## src/rtl/tdr_pkg.sv

```systemverilog
// Shared types for the three-phase dual-rail register stage.
// Assumes one control bundle per base-clock step, decoded from the step count.
package tdr_pkg;

    // One-step strobes for both half-stages; each is high on the edge that ends the step.
    typedef struct packed {
        logic a_eval;   // input half-stage evaluates on this edge
        logic a_first;  // first edge of the input evaluate window
        logic a_last;   // last edge of the input evaluate window
        logic a_dis;    // input half-stage discharges its remaining rail
        logic a_pre;    // input half-stage charges both rails
        logic b_pre;    // output half-stage charges both rails
        logic b_eval;   // output half-stage evaluates from the latch
        logic b_dis;    // output half-stage discharges both rails
    } tdr_ctl_t;

endpackage

```

## src/rtl/tdr_phase_seq.sv

```systemverilog
// Step sequencer: counts base-clock steps through one register period and
// decodes the register clock plus all phase strobes of both half-stages.
// Assumes HALF >= 2 so that the strobes of each half-stage fall on distinct steps.
module tdr_phase_seq
    import tdr_pkg::*;
#(
    parameter int HALF = 3
) (
    input  logic     clk,
    input  logic     rst_n,
    output tdr_ctl_t ctl,
    output logic     reg_clk
);
    localparam int PERIOD = 2 * HALF;
    localparam int CW     = $clog2(PERIOD);
    localparam logic [CW-1:0] LAST_STEP = CW'(PERIOD - 1);
    localparam logic [CW-1:0] HALF_STEP = CW'(HALF);
    localparam logic [CW-1:0] EVAL_END  = CW'(HALF - 1);

    logic [CW-1:0] step_q;

    // Purpose: advance the step counter, wrapping at the end of a period.
    always_ff @(posedge clk) begin
        if (!rst_n)                  step_q <= '0;
        else if (step_q == LAST_STEP) step_q <= '0;
        else                          step_q <= step_q + 1'b1;
    end

    // Purpose: decode the phase strobes from the current step.
    always_comb begin
        ctl.a_eval  = (step_q < HALF_STEP);
        ctl.a_first = (step_q == '0);
        ctl.a_last  = (step_q == EVAL_END);
        ctl.a_dis   = (step_q == HALF_STEP);
        ctl.a_pre   = (step_q == LAST_STEP);
        ctl.b_pre   = (step_q == EVAL_END);
        ctl.b_eval  = (step_q == HALF_STEP);
        ctl.b_dis   = (step_q == LAST_STEP);
    end

    assign reg_clk = (step_q >= HALF_STEP);

endmodule

```

## src/rtl/tdr_in_bit.sv

```systemverilog
// Input half-stage of one bit with its gated set/reset latch.
// The two dynamic nodes start charged. The first single-rail rise in the window
// discharges one node and locks the other. Gating holds the latch inputs
// inactive outside the window. Assumes the strobes come from tdr_phase_seq.
module tdr_in_bit (
    input  logic clk,
    input  logic rst_n,
    input  logic eval_en,
    input  logic first_en,
    input  logic last_en,
    input  logic dis_en,
    input  logic pre_en,
    input  logic rail_t,
    input  logic rail_f,
    output logic set_n,
    output logic clr_n,
    output logic q,
    output logic err
);
    logic node_t, node_f;
    logic live, rise_t, rise_f, nx_t, nx_f;

    // Purpose: next node values in evaluate; only a lone rising rail discharges a live pair.
    always_comb begin
        live   = node_t & node_f;
        rise_t = rail_t & ~rail_f;
        rise_f = rail_f & ~rail_t;
        nx_t   = node_t & ~(live & rise_t);
        nx_f   = node_f & ~(live & rise_f);
    end

    // Latch inputs, forced inactive outside the evaluate window.
    assign set_n = nx_t | ~eval_en;
    assign clr_n = nx_f | ~eval_en;

    // Purpose: step the dynamic nodes through evaluate, discharge and charge.
    always_ff @(posedge clk) begin
        if (!rst_n) begin
            node_t <= 1'b1;
            node_f <= 1'b1;
        end else if (eval_en) begin
            node_t <= nx_t;
            node_f <= nx_f;
        end else if (dis_en) begin
            node_t <= 1'b0;
            node_f <= 1'b0;
        end else if (pre_en) begin
            node_t <= 1'b1;
            node_f <= 1'b1;
        end
    end

    // Purpose: set/reset latch that holds the captured value for the output half-stage.
    always_ff @(posedge clk) begin
        if (!rst_n)      q <= 1'b0;
        else if (!set_n) q <= 1'b1;
        else if (!clr_n) q <= 1'b0;
    end

    // Purpose: flag a pair that is not idle at window start or unevaluated at window end.
    always_ff @(posedge clk) begin
        if (!rst_n) err <= 1'b0;
        else        err <= (first_en & (rail_t | rail_f)) | (last_en & nx_t & nx_f);
    end

endmodule

```

## src/rtl/tdr_out_stage.sv

```systemverilog
// Output half-stage for all bits: charges both rails, evaluates from the latch
// values (a 1 pulls the false rail low), then discharges both rails.
// Assumes the latch is stable on the evaluate edge.
module tdr_out_stage #(
    parameter int WIDTH = 4
) (
    input  logic             clk,
    input  logic             rst_n,
    input  logic             pre_en,
    input  logic             eval_en,
    input  logic             dis_en,
    input  logic [WIDTH-1:0] q,
    output logic [WIDTH-1:0] dout_t,
    output logic [WIDTH-1:0] dout_f
);
    // Purpose: sequence the outgoing rail pairs through their three phases.
    always_ff @(posedge clk) begin
        if (!rst_n) begin
            dout_t <= '1;
            dout_f <= '1;
        end else if (pre_en) begin
            dout_t <= '1;
            dout_f <= '1;
        end else if (eval_en) begin
            dout_t <= q;
            dout_f <= ~q;
        end else if (dis_en) begin
            dout_t <= '0;
            dout_f <= '0;
        end
    end

endmodule

```

## src/rtl/tdr_reg_stage.sv

```systemverilog
// Three-phase dual-rail master-slave register.
// The sequencer drives one input half-stage per bit and a shared output half-stage.
// Assumes the upstream rails are both low at window start and that one rail then rises.
module tdr_reg_stage
    import tdr_pkg::*;
#(
    parameter int WIDTH = 4,
    parameter int HALF  = 3
) (
    input  logic             clk,
    input  logic             rst_n,
    input  logic [WIDTH-1:0] din_t,
    input  logic [WIDTH-1:0] din_f,
    output logic [WIDTH-1:0] dout_t,
    output logic [WIDTH-1:0] dout_f,
    output logic             reg_clk,
    output logic             rail_err
);
    tdr_ctl_t         ctl;
    logic [WIDTH-1:0] latch_q;
    logic [WIDTH-1:0] latch_set_n;
    logic [WIDTH-1:0] latch_clr_n;
    logic [WIDTH-1:0] bit_err;

    tdr_phase_seq #(.HALF(HALF)) i_seq (
        .clk     (clk),
        .rst_n   (rst_n),
        .ctl     (ctl),
        .reg_clk (reg_clk)
    );

    for (genvar b = 0; b < WIDTH; b++) begin : g_bit
        tdr_in_bit i_in (
            .clk      (clk),
            .rst_n    (rst_n),
            .eval_en  (ctl.a_eval),
            .first_en (ctl.a_first),
            .last_en  (ctl.a_last),
            .dis_en   (ctl.a_dis),
            .pre_en   (ctl.a_pre),
            .rail_t   (din_t[b]),
            .rail_f   (din_f[b]),
            .set_n    (latch_set_n[b]),
            .clr_n    (latch_clr_n[b]),
            .q        (latch_q[b]),
            .err      (bit_err[b])
        );
    end

    tdr_out_stage #(.WIDTH(WIDTH)) i_out (
        .clk     (clk),
        .rst_n   (rst_n),
        .pre_en  (ctl.b_pre),
        .eval_en (ctl.b_eval),
        .dis_en  (ctl.b_dis),
        .q       (latch_q),
        .dout_t  (dout_t),
        .dout_f  (dout_f)
    );

    assign rail_err = |bit_err;

endmodule

```

## config.mk

```make
export PLATFORM = sky130hd
export DESIGN_NAME = tdr_reg_stage
export DESIGN_NICKNAME = d
export VERILOG_FILES = /design/src/rtl/tdr_pkg.sv /design/src/rtl/tdr_phase_seq.sv /design/src/rtl/tdr_in_bit.sv /design/src/rtl/tdr_out_stage.sv /design/src/rtl/tdr_reg_stage.sv
export SDC_FILE = /design/constraint.sdc
export NUM_CORES = 1
export LEC_CHECK = 0
export ABC_AREA = 1
export BUFFER_PORTS_ARGS = -buffer_cell sky130_fd_sc_hd__buf_2
export CAP_MARGIN = 20
export CELL_PAD_IN_SITES_DETAIL_PLACEMENT = 0
export CELL_PAD_IN_SITES_GLOBAL_PLACEMENT = 1
export CORE_UTILIZATION = 42
export CTS_CLUSTER_DIAMETER = 150
export DETAILED_ROUTE_END_ITERATION = 6
export GPL_ROUTABILITY_DRIVEN = 0
export PLACE_DENSITY = 0.79
export SYNTH_ARGS = -nofsm -noshare
export SYNTH_HDL_FRONTEND = slang
export SYNTH_SLANG_ARGS = --single-unit
```

## constraint.sdc

```tcl
create_clock -name clk -period 2.6 [get_ports clk]
set_input_delay 0.52 -clock clk [delete_from_list [all_inputs] [get_ports clk]]
set_output_delay 0.52 -clock clk [all_outputs]
set_load 0.03 [all_outputs]
```

# Word-level counts from Yosys, hierarchy flattened
# Index checks and enable logic that the tools add are counted.
# word_totals
register_bits,27
in_bits,10
word_cells,131
# classes
n_addsub,1
n_lt_le_gt_ge,2
eq_ne,7
muxes,21
bitwise_logic,75
reduce_logical,6
# op_table
op,n
AND 1 bit,40
two-way mux 1 bit,18
inverter 1 bit,18
bitwise OR 1 bit,16
two-way mux 4 bit,3
!= test 2 bit (second input constant),4
equality test 3 x 2 -> 1 bit (second input constant),2
inverter 4 bit,1
OR reduction 2 bit,2
OR reduction 4 bit,1
adder 3 x 1 -> 3 bit (second input constant),1
equality test 3 bit (second input constant),1
>= comparator 3 x 2 -> 1 bit (second input constant),1
zero test 3 bit,1
< comparator 3 x 2 -> 1 bit (second input constant),1
nonzero test 3 bit,1
nonzero test 2 bit,1

# Depth between registers and ports, before layout
# Gate-level depths: netlist of the first run.
# logic_depth
depth_word,8
mapped_depth,9
depth_no_buf,8

# Hierarchy
# From an unflattened synthesis of the first run, not the netlist that was laid out.
# hier_totals
hier_cells,191
area_unflattened_um2,1367.6
# modules_own_cells
module,n_inst,cells_per_inst,area_per_inst_um2
tdr_in_bit,4,30,205.2
tdr_out_stage,1,40,316.6
tdr_phase_seq,1,28,219.0
tdr_reg_stage,1,3,11.3

# Worst setup path before layout of the first run
# No wires, ideal clock.
# synth_path
kind,register to output
startpoint,register i_seq.step_q[0]
endpoint,output port reg_clk
arrival_ns,1.174
required_time_ns,2.080
setup_slack_ns,0.906
stages_incl_launch_ff,5
path_cell_list,dfxtp_1 > ha_1 > ha_1 > inv_1 > nand2_1
# synth_between
elab_chain_len,1
# synth_rtl
element,line,text
start: declaration,tdr_phase_seq.sv:20,logic [CW-1:0] step_q;
start signal: assignment,tdr_phase_seq.sv:26,else step_q <= step_q + 1'b1;
>= comparator 3 x 2 -> 1 bit,tdr_phase_seq.sv:41,assign reg_clk = (step_q >= HALF_STEP);
end: declaration,tdr_reg_stage.sv:16,"output logic reg_clk,"
# No other way between the ends.

# Final worst setup path of the first run
# Ends and elaborated chain as after synthesis.

==> results.yml, run 1 <==
power_and_ir_drop:
  p_leak_nw: 0.719
  total_power_uw: 927
  vdd_drop_max_mv: 0.384
  power_per_cell_area_mw_per_mm2: 675
critical_path:
  arrival_ps: 1660
  critPathSlowestCell: "dfxtp_1"
  crit_family: "adder cells"
  cpPeakStageDelay_ps: 440
  endpoint_kind: "output port"
  crit_chain: "ha_1 -> ha_1 -> inv_1 -> nand2_1 -> buf_2"
  path_buf_inv: 2
  start_kind: "register"
  crit_top_cell: "ha_1"
  crit_fanout: 6
  critical_path_class: "reg2out"
  required_ps: 2080
global_route:
  grt_pass1_wl_um: 4240
  track_usage_pct: 17.5
  grt_max_degree: 15
  grt.overflow.total: 0
  antenna_found_initial: 0
  grt_pass1_vias: 972
flow_run:
  maxCapViolations: 0
die:
  rows: 19
  die_y_um: 56.1
  core_mm2: 0.00276
  fp.dieW_um: 56.1
  die_area_mm2: 0.00315
  io_pins: 20
  initial_core_util_pct: 44.6
sta:
  rsz0062_at_grt: "false"
  fmax_mhz: 459
  hold_violations: 0
  maxSlewHeadroom_pct: 64.3
  setup_tns_ps: 0
  worst_pin_slew_ps: 533
  setup_viol: 0
  slew_viol_final: 0
  period_minus_slack_ps: 2180
  fin_crit_sh_pct: 83.8
  fin_skew_ps: 7.73
yosys:
  synth_cells: 174
  synth_fp_nets: 189
  synth_area_leader_cell: "dfxtp_1"
  synth-seq-cells: 27
  ys_seq_area_share_pct: 44.0
  synth_cell_type_count: 15
  ys_warn_count: 0
  synth_top_area_share_pct: 44.0
  syn_area_mm2: 0.00123
  avgSynthCellArea_um2: 7.06
  synth_area_leaders: "dfxtp_1 44%, nand2_1 16%, nand3_1 13%"
cts:
  cts_resized: 0
  postCtsHoldBufs: 0
  h-tree-depth: 1
  clk_pin_slew_worst_paths_ps: 140
  cts_buffers: 3
  cts_tree: "built"
  postCtsSetupBuffers: 0
  clkSinkCount: 27
  clkLatencyLatePin_ps: 320
  cts_root_buf: "clkbuf_4"
  clk_path_buf_depth: 2
layout:
  postLayoutCellArea_mm2: 0.00137
  fin_nets: 211
  drive_above_1_share_pct: 17.4
  antenna_cells: 0
  area_growth_pct: 11.7
  fillCellCount: 291
  final_core_util_pct: 49.8
detailed_routing:
  drt_drc_violations_left: 0
  vias: 1102
  ant_nets: 0
  firstDrtPassIters: 4
  drt-total-wl_um: 2540
  vias_per_cell: 4.88
  drt_iter0_markers: 54
  wire_per_inst_um: 11.3
hold_path:
  min_path_type: "reg2reg"
placement:
  dpl.hpwl_um: 1920
  portBuffers: 19
  placed_area_mm2: 0.00135
outcome:
  status: "finished clean"
==> sequential cells by signal, indices dropped and copies added (netlist names) <==
register           cells
i_seq.step_q           3
g_bit.i_in.q           4
g_bit.i_in.err         4
g_bit.i_in.node_f      4
i_out.dout_t           4
g_bit.i_in.node_t      4
i_out.dout_f           4
==> logic make-up (layout without fill, tap and decap cells) <==
group	after synthesis	after routing	synth area share [%]
simple gates	113	113	39.8
flops	27	27	44.0
buf+inv	20	41	7.13
compound gates	9	9	3.97
fa+ha+maj	5	5	5.09
==> layout make-up <==
class / instances / area (µm²) / share of cell area (%)
multi-input combinational: 127 / 601 / 43.8
sequential: 27 / 541 / 39.4
timing repair buffer: 20 / 103 / 7.47
inverter: 17 / 63.8 / 4.65
tap: 31 / 38.8 / 2.83
clock buffer: 4 / 26.3 / 1.91
==> Yosys cell counts <==
library cell / count
nor2_1: 23
a21oi_2: 1
buf_2: 1
nor2_2: 1
ha_1: 5
nand3_1: 32
dfxtp_1: 27
nand2_1: 52
nand2_2: 3
inv_2: 4
inv_1: 13
nand2_4: 2
buf_4: 1
a21oi_1: 8
buf_6: 1
==> worst min-delay path: stages (launching register included) <==
cell and delay (ps):
dfxtp_1 350, nand2_1 50, nand3_1 50
==> through the flow <==
step | hold slack (ps) | instances | worst slack (ps)
5_1_grt | 469 | 226 | 280
3_3_place_gp | 434 | 222 | 849
2_1_floorplan | 453 | 174 | 906
3_5_place_dp | 444 | 222 | 784
4_1_cts | 471 | 226 | 391
6_report | 472 | 226 | 421
==> layer usage <==
| metal | GRT usage (%) | up-vias | part of all wire [%] |
|---|---|---|---|
| met5 | 0 | - | 0 |
| met4 | 7.32 | 0 | 0.67 |
| met3 | 2.09 | 2 | 3.2 |
| met2 | 27.7 | 12 | 46 |
| met1 | 24.0 | 498 | 50 |
| li1 | - | 590 | - |
==> cells in the final DEF (no fill, tap or decap) <==
cell type  instances
nand3_1           32
clkbuf_1           1
a21oi_2            1
nor2_2             1
a21oi_1            8
dfxtp_1           27
inv_1             13
buf_4              1
buf_2             19
ha_1               5
nor2_1            23
clkbuf_4           3
inv_2              4
nand2_1           52
nand2_4            2
nand2_2            3
==> final timing paths <==
check | startpoint | endpoint | slack, ps | cells after the start
worst max-delay path | i_seq.step_q[0] | reg_clk | 420 | 5
worst min-delay path | i_out.dout_f[2] | i_out.dout_f[2] | 470 | 2
worst max register to register | i_seq.step_q[0] | i_out.dout_t[2] | 1020 | 6
worst min register to register | i_out.dout_f[2] | i_out.dout_f[2] | 470 | 2
==> power by group <==
part | switching [mW] | internal (mW) | leakage, nW
logic | 0.161 | 0.0833 | 0.481
registers | 0.0397 | 0.467 | 0.223
clock network | 0.116 | 0.0599 | 0.0150
Power figures use the tool's default switching activity.
==> run 2: changes to the inputs <==
--- a/config.mk
+++ b/config.mk
@@ -5,16 +5,16 @@
 export SDC_FILE = /design/constraint.sdc
 export NUM_CORES = 1
 export LEC_CHECK = 0
-export ABC_AREA = 1
+export ABC_AREA = 0
 export BUFFER_PORTS_ARGS = -buffer_cell sky130_fd_sc_hd__buf_2
 export CAP_MARGIN = 20
 export CELL_PAD_IN_SITES_DETAIL_PLACEMENT = 0
 export CELL_PAD_IN_SITES_GLOBAL_PLACEMENT = 1
-export CORE_UTILIZATION = 42
+export CORE_UTILIZATION = 41
 export CTS_CLUSTER_DIAMETER = 150
 export DETAILED_ROUTE_END_ITERATION = 6
 export GPL_ROUTABILITY_DRIVEN = 0
-export PLACE_DENSITY = 0.79
+export PLACE_DENSITY = 0.74
 export SYNTH_ARGS = -nofsm -noshare
 export SYNTH_HDL_FRONTEND = slang
 export SYNTH_SLANG_ARGS = --single-unit
==> constraint.sdc (replaced) <==
create_clock -name clk -period 2.25 [get_ports clk]
set_input_delay 0.45 -clock clk [delete_from_list [all_inputs] [get_ports clk]]
set_output_delay 0.45 -clock clk [all_outputs]
set_load 0.03 [all_outputs]
==> run 2 against run 1 <==
  * Core utilization shrank 0.080 points
  * Cell count decreased by 13%
  * Total power increased by 15%
  * Worst hold slack got worse by 48 ps
  * Non-clock buffer count unchanged
  * Sequential share of layout area decreased by 0.99 points
  * Register-to-register slack worse by 500 ps
  * Combinational power rose by 11%
  * Via count shrank 2.8%
  * Clock skew rose by 0.82 ps
  * Routed wire length grew 2.6%
  * Critical path depth did not move
  * Critical endpoint unchanged
  * Largest power group unchanged
  * Highest routed layer unchanged
==> results.yml, run 2 <==
cts:
  clkLatencyLatePin_ps: 320
  postCtsSetupBuffers: 0
  cts_root_buf: "clkbuf_4"
  clk_path_buf_depth: 2
  clk_pin_slew_worst_paths_ps: 160
  h-tree-depth: 1
  cts_tree: "built"
  clkSinkCount: 27
  cts_buffers: 3
sta:
  fmax_mhz: 482
  slew_viol_final: 0
  maxSlewHeadroom_pct: 58.9
  worst_pin_slew_ps: 617
  fin_crit_sh_pct: 92.2
  setup_viol: 0
  setup_tns_ps: 0
  rsz0062_at_grt: "false"
  fin_worst_hold_slack_ps: 424
  period_minus_slack_ps: 2070
  hold_violations: 0
  fin_skew_ps: 8.55
global_route:
  grt_max_degree: 19
  grt_pass1_vias: 943
  grt_pass1_wl_um: 4420
  antenna_found_initial: 0
  grt.overflow.total: 0
  track_usage_pct: 17.5
critical_path:
  path_buf_inv: 2
  cpPeakStageDelay_ps: 410
  critPathSlowestCell: "dfxtp_2"
  crit_fanout: 7
  arrival_ps: 1620
  critical_path_class: "reg2out"
  crit_family: "adder cells"
  crit_chain: "ha_1 -> ha_1 -> inv_1 -> nand2_1 -> buf_2"
  crit_top_cell: "ha_1"
  r2r_slack_ps: 520
  start_kind: "register"
  required_ps: 1800
  endpoint_kind: "output port"
layout:
  drive_above_1_share_pct: 18.2
  area_growth_pct: 11.8
  fin_nets: 181
  final_common_cell: "dfxtp_1"
  antenna_cells: 0
  final_cells: 196
  final_cell_mix: "24 x dfxtp_1, 20 x nand2_1, 19 x buf_2"
yosys:
  synth_area_leader_cell: "dfxtp_1"
  synthFlopType: "dfxtp_1"
  netlist_top_cells_count: "27 x dfxtp_1, 20 x nand2_1, 12 x inv_1, 11 x o21ai_0"
  ys_warn_count: 0
  syn_area_mm2: 0.00127
  synth_top_area_share_pct: 42.6
  ys_seq_area_share_pct: 42.6
  synth-seq-cells: 27
  yosysMostFrequentCell: "dfxtp_1"
  synth_cells: 145
  synth_area_leaders: "dfxtp_1 43%, nand2_1 5.9%, ha_1 4.9%"
  synth_fp_nets: 160
  synth_cell_type_count: 32
  avgSynthCellArea_um2: 8.74
  async_reset_ff_share_pct: 0
  synth-edff-count: 0
detailed_routing:
  vias_per_cell: 5.46
  drt-total-wl_um: 2610
  vias: 1071
  ant_nets: 0
  wire_per_inst_um: 13.3
  drt_drc_violations_left: 0
  drt_iter0_markers: 47
  firstDrtPassIters: 6
die:
  core_mm2: 0.00285
  die_y_um: 57.6
  io_pins: 20
  die_area_mm2: 0.00332
  fp.dieW_um: 57.6
  initial_core_util_pct: 44.4
  rows: 19
placement:
  dpl.hpwl_um: 1920
  portBuffers: 19
  dpl.cell_count: 192
hold_path:
  min_path_type: "in2reg"
flow_run:
  maxCapViolations: 0
outcome:
  status: "finished clean"
power_and_ir_drop:
  vdd_drop_max_mv: 0.366
  power_per_cell_area_mw_per_mm2: 754
  p_leak_nw: 0.626
-- run 2: power by group --
group | total (mW) | leakage, nW | internal (mW) | switching (mW)
clock | 0.215 | 0.0139 | 0.0678 | 0.147
combinational | 0.272 | 0.388 | 0.108 | 0.164
sequential | 0.582 | 0.224 | 0.538 | 0.0438
-- run 2: stage by stage --
step / setup WS, ps / util, % / instance area (µm²) / power (mW)
detailed placement: 443 / 48.5 / 1380 / 0.865
CTS: 63.8 / 49.6 / 1410 / 1.08
global placement: 463 / 48.5 / 1380 / 0.862
global route: 30.0 / 49.7 / 1420 / 1.16
finish: 176 / 49.7 / 1420 / 1.07
floorplan: 664 / - / 1270 / 0.787
-- run 2: kinds of logic after synthesis --
kind of cell             after synthesis  synth area share [%]
flip-flops                            27                  42.6
adder cells (fa/ha/maj)                5                  4.94
AND/OR/NAND/NOR                       42                  15.9
XOR/XNOR                               3                  2.07
buffers and inverters                 16                  5.53
AO/OA/AOI/OAI                         52                  28.9
-- run 2: worst reg2reg max path: stages, from the launching register on --
cell      delay (ps)
dfxtp_2          400
inv_1            100
ha_1             280
a21oi_2          530
nor2b_1          210
o311ai_1         100
-- run 2: final cells by class --
cell class | instances | area (µm²)
Fill cell | 299 | 1440
Multi-Input combinational cell | 102 | 657
Sequential cell | 27 | 544
Timing Repair Buffer | 20 | 103
Inverter | 12 | 45.0
Tap cell | 31 | 38.8
Clock buffer | 3 | 22.5
Clock inverter | 1 | 7.51
-- run 2: routing by layer --
metal	track usage (%)	wire length (µm)
met5	0	0
met4	5.23	15
met3	2.72	58
met2	28.6	1270
met1	23.9	1260
-- run 2: worst paths after layout --
path,start,cells past startpoint,endpoint
max reg2reg,i_seq.step_q[1],5,g_bit[2].i_in.node_t
min,rst_n,2,g_bit[2].i_in.node_t
min reg2reg,i_out.dout_f[1],2,i_out.dout_f[1]
max,i_seq.step_q[0],5,reg_clk
-- run 2: repair_timing --
action                     CTS  global route
hold buffers                 0             0
gates resized for setup      0             3
setup endpoints to repair    0             1
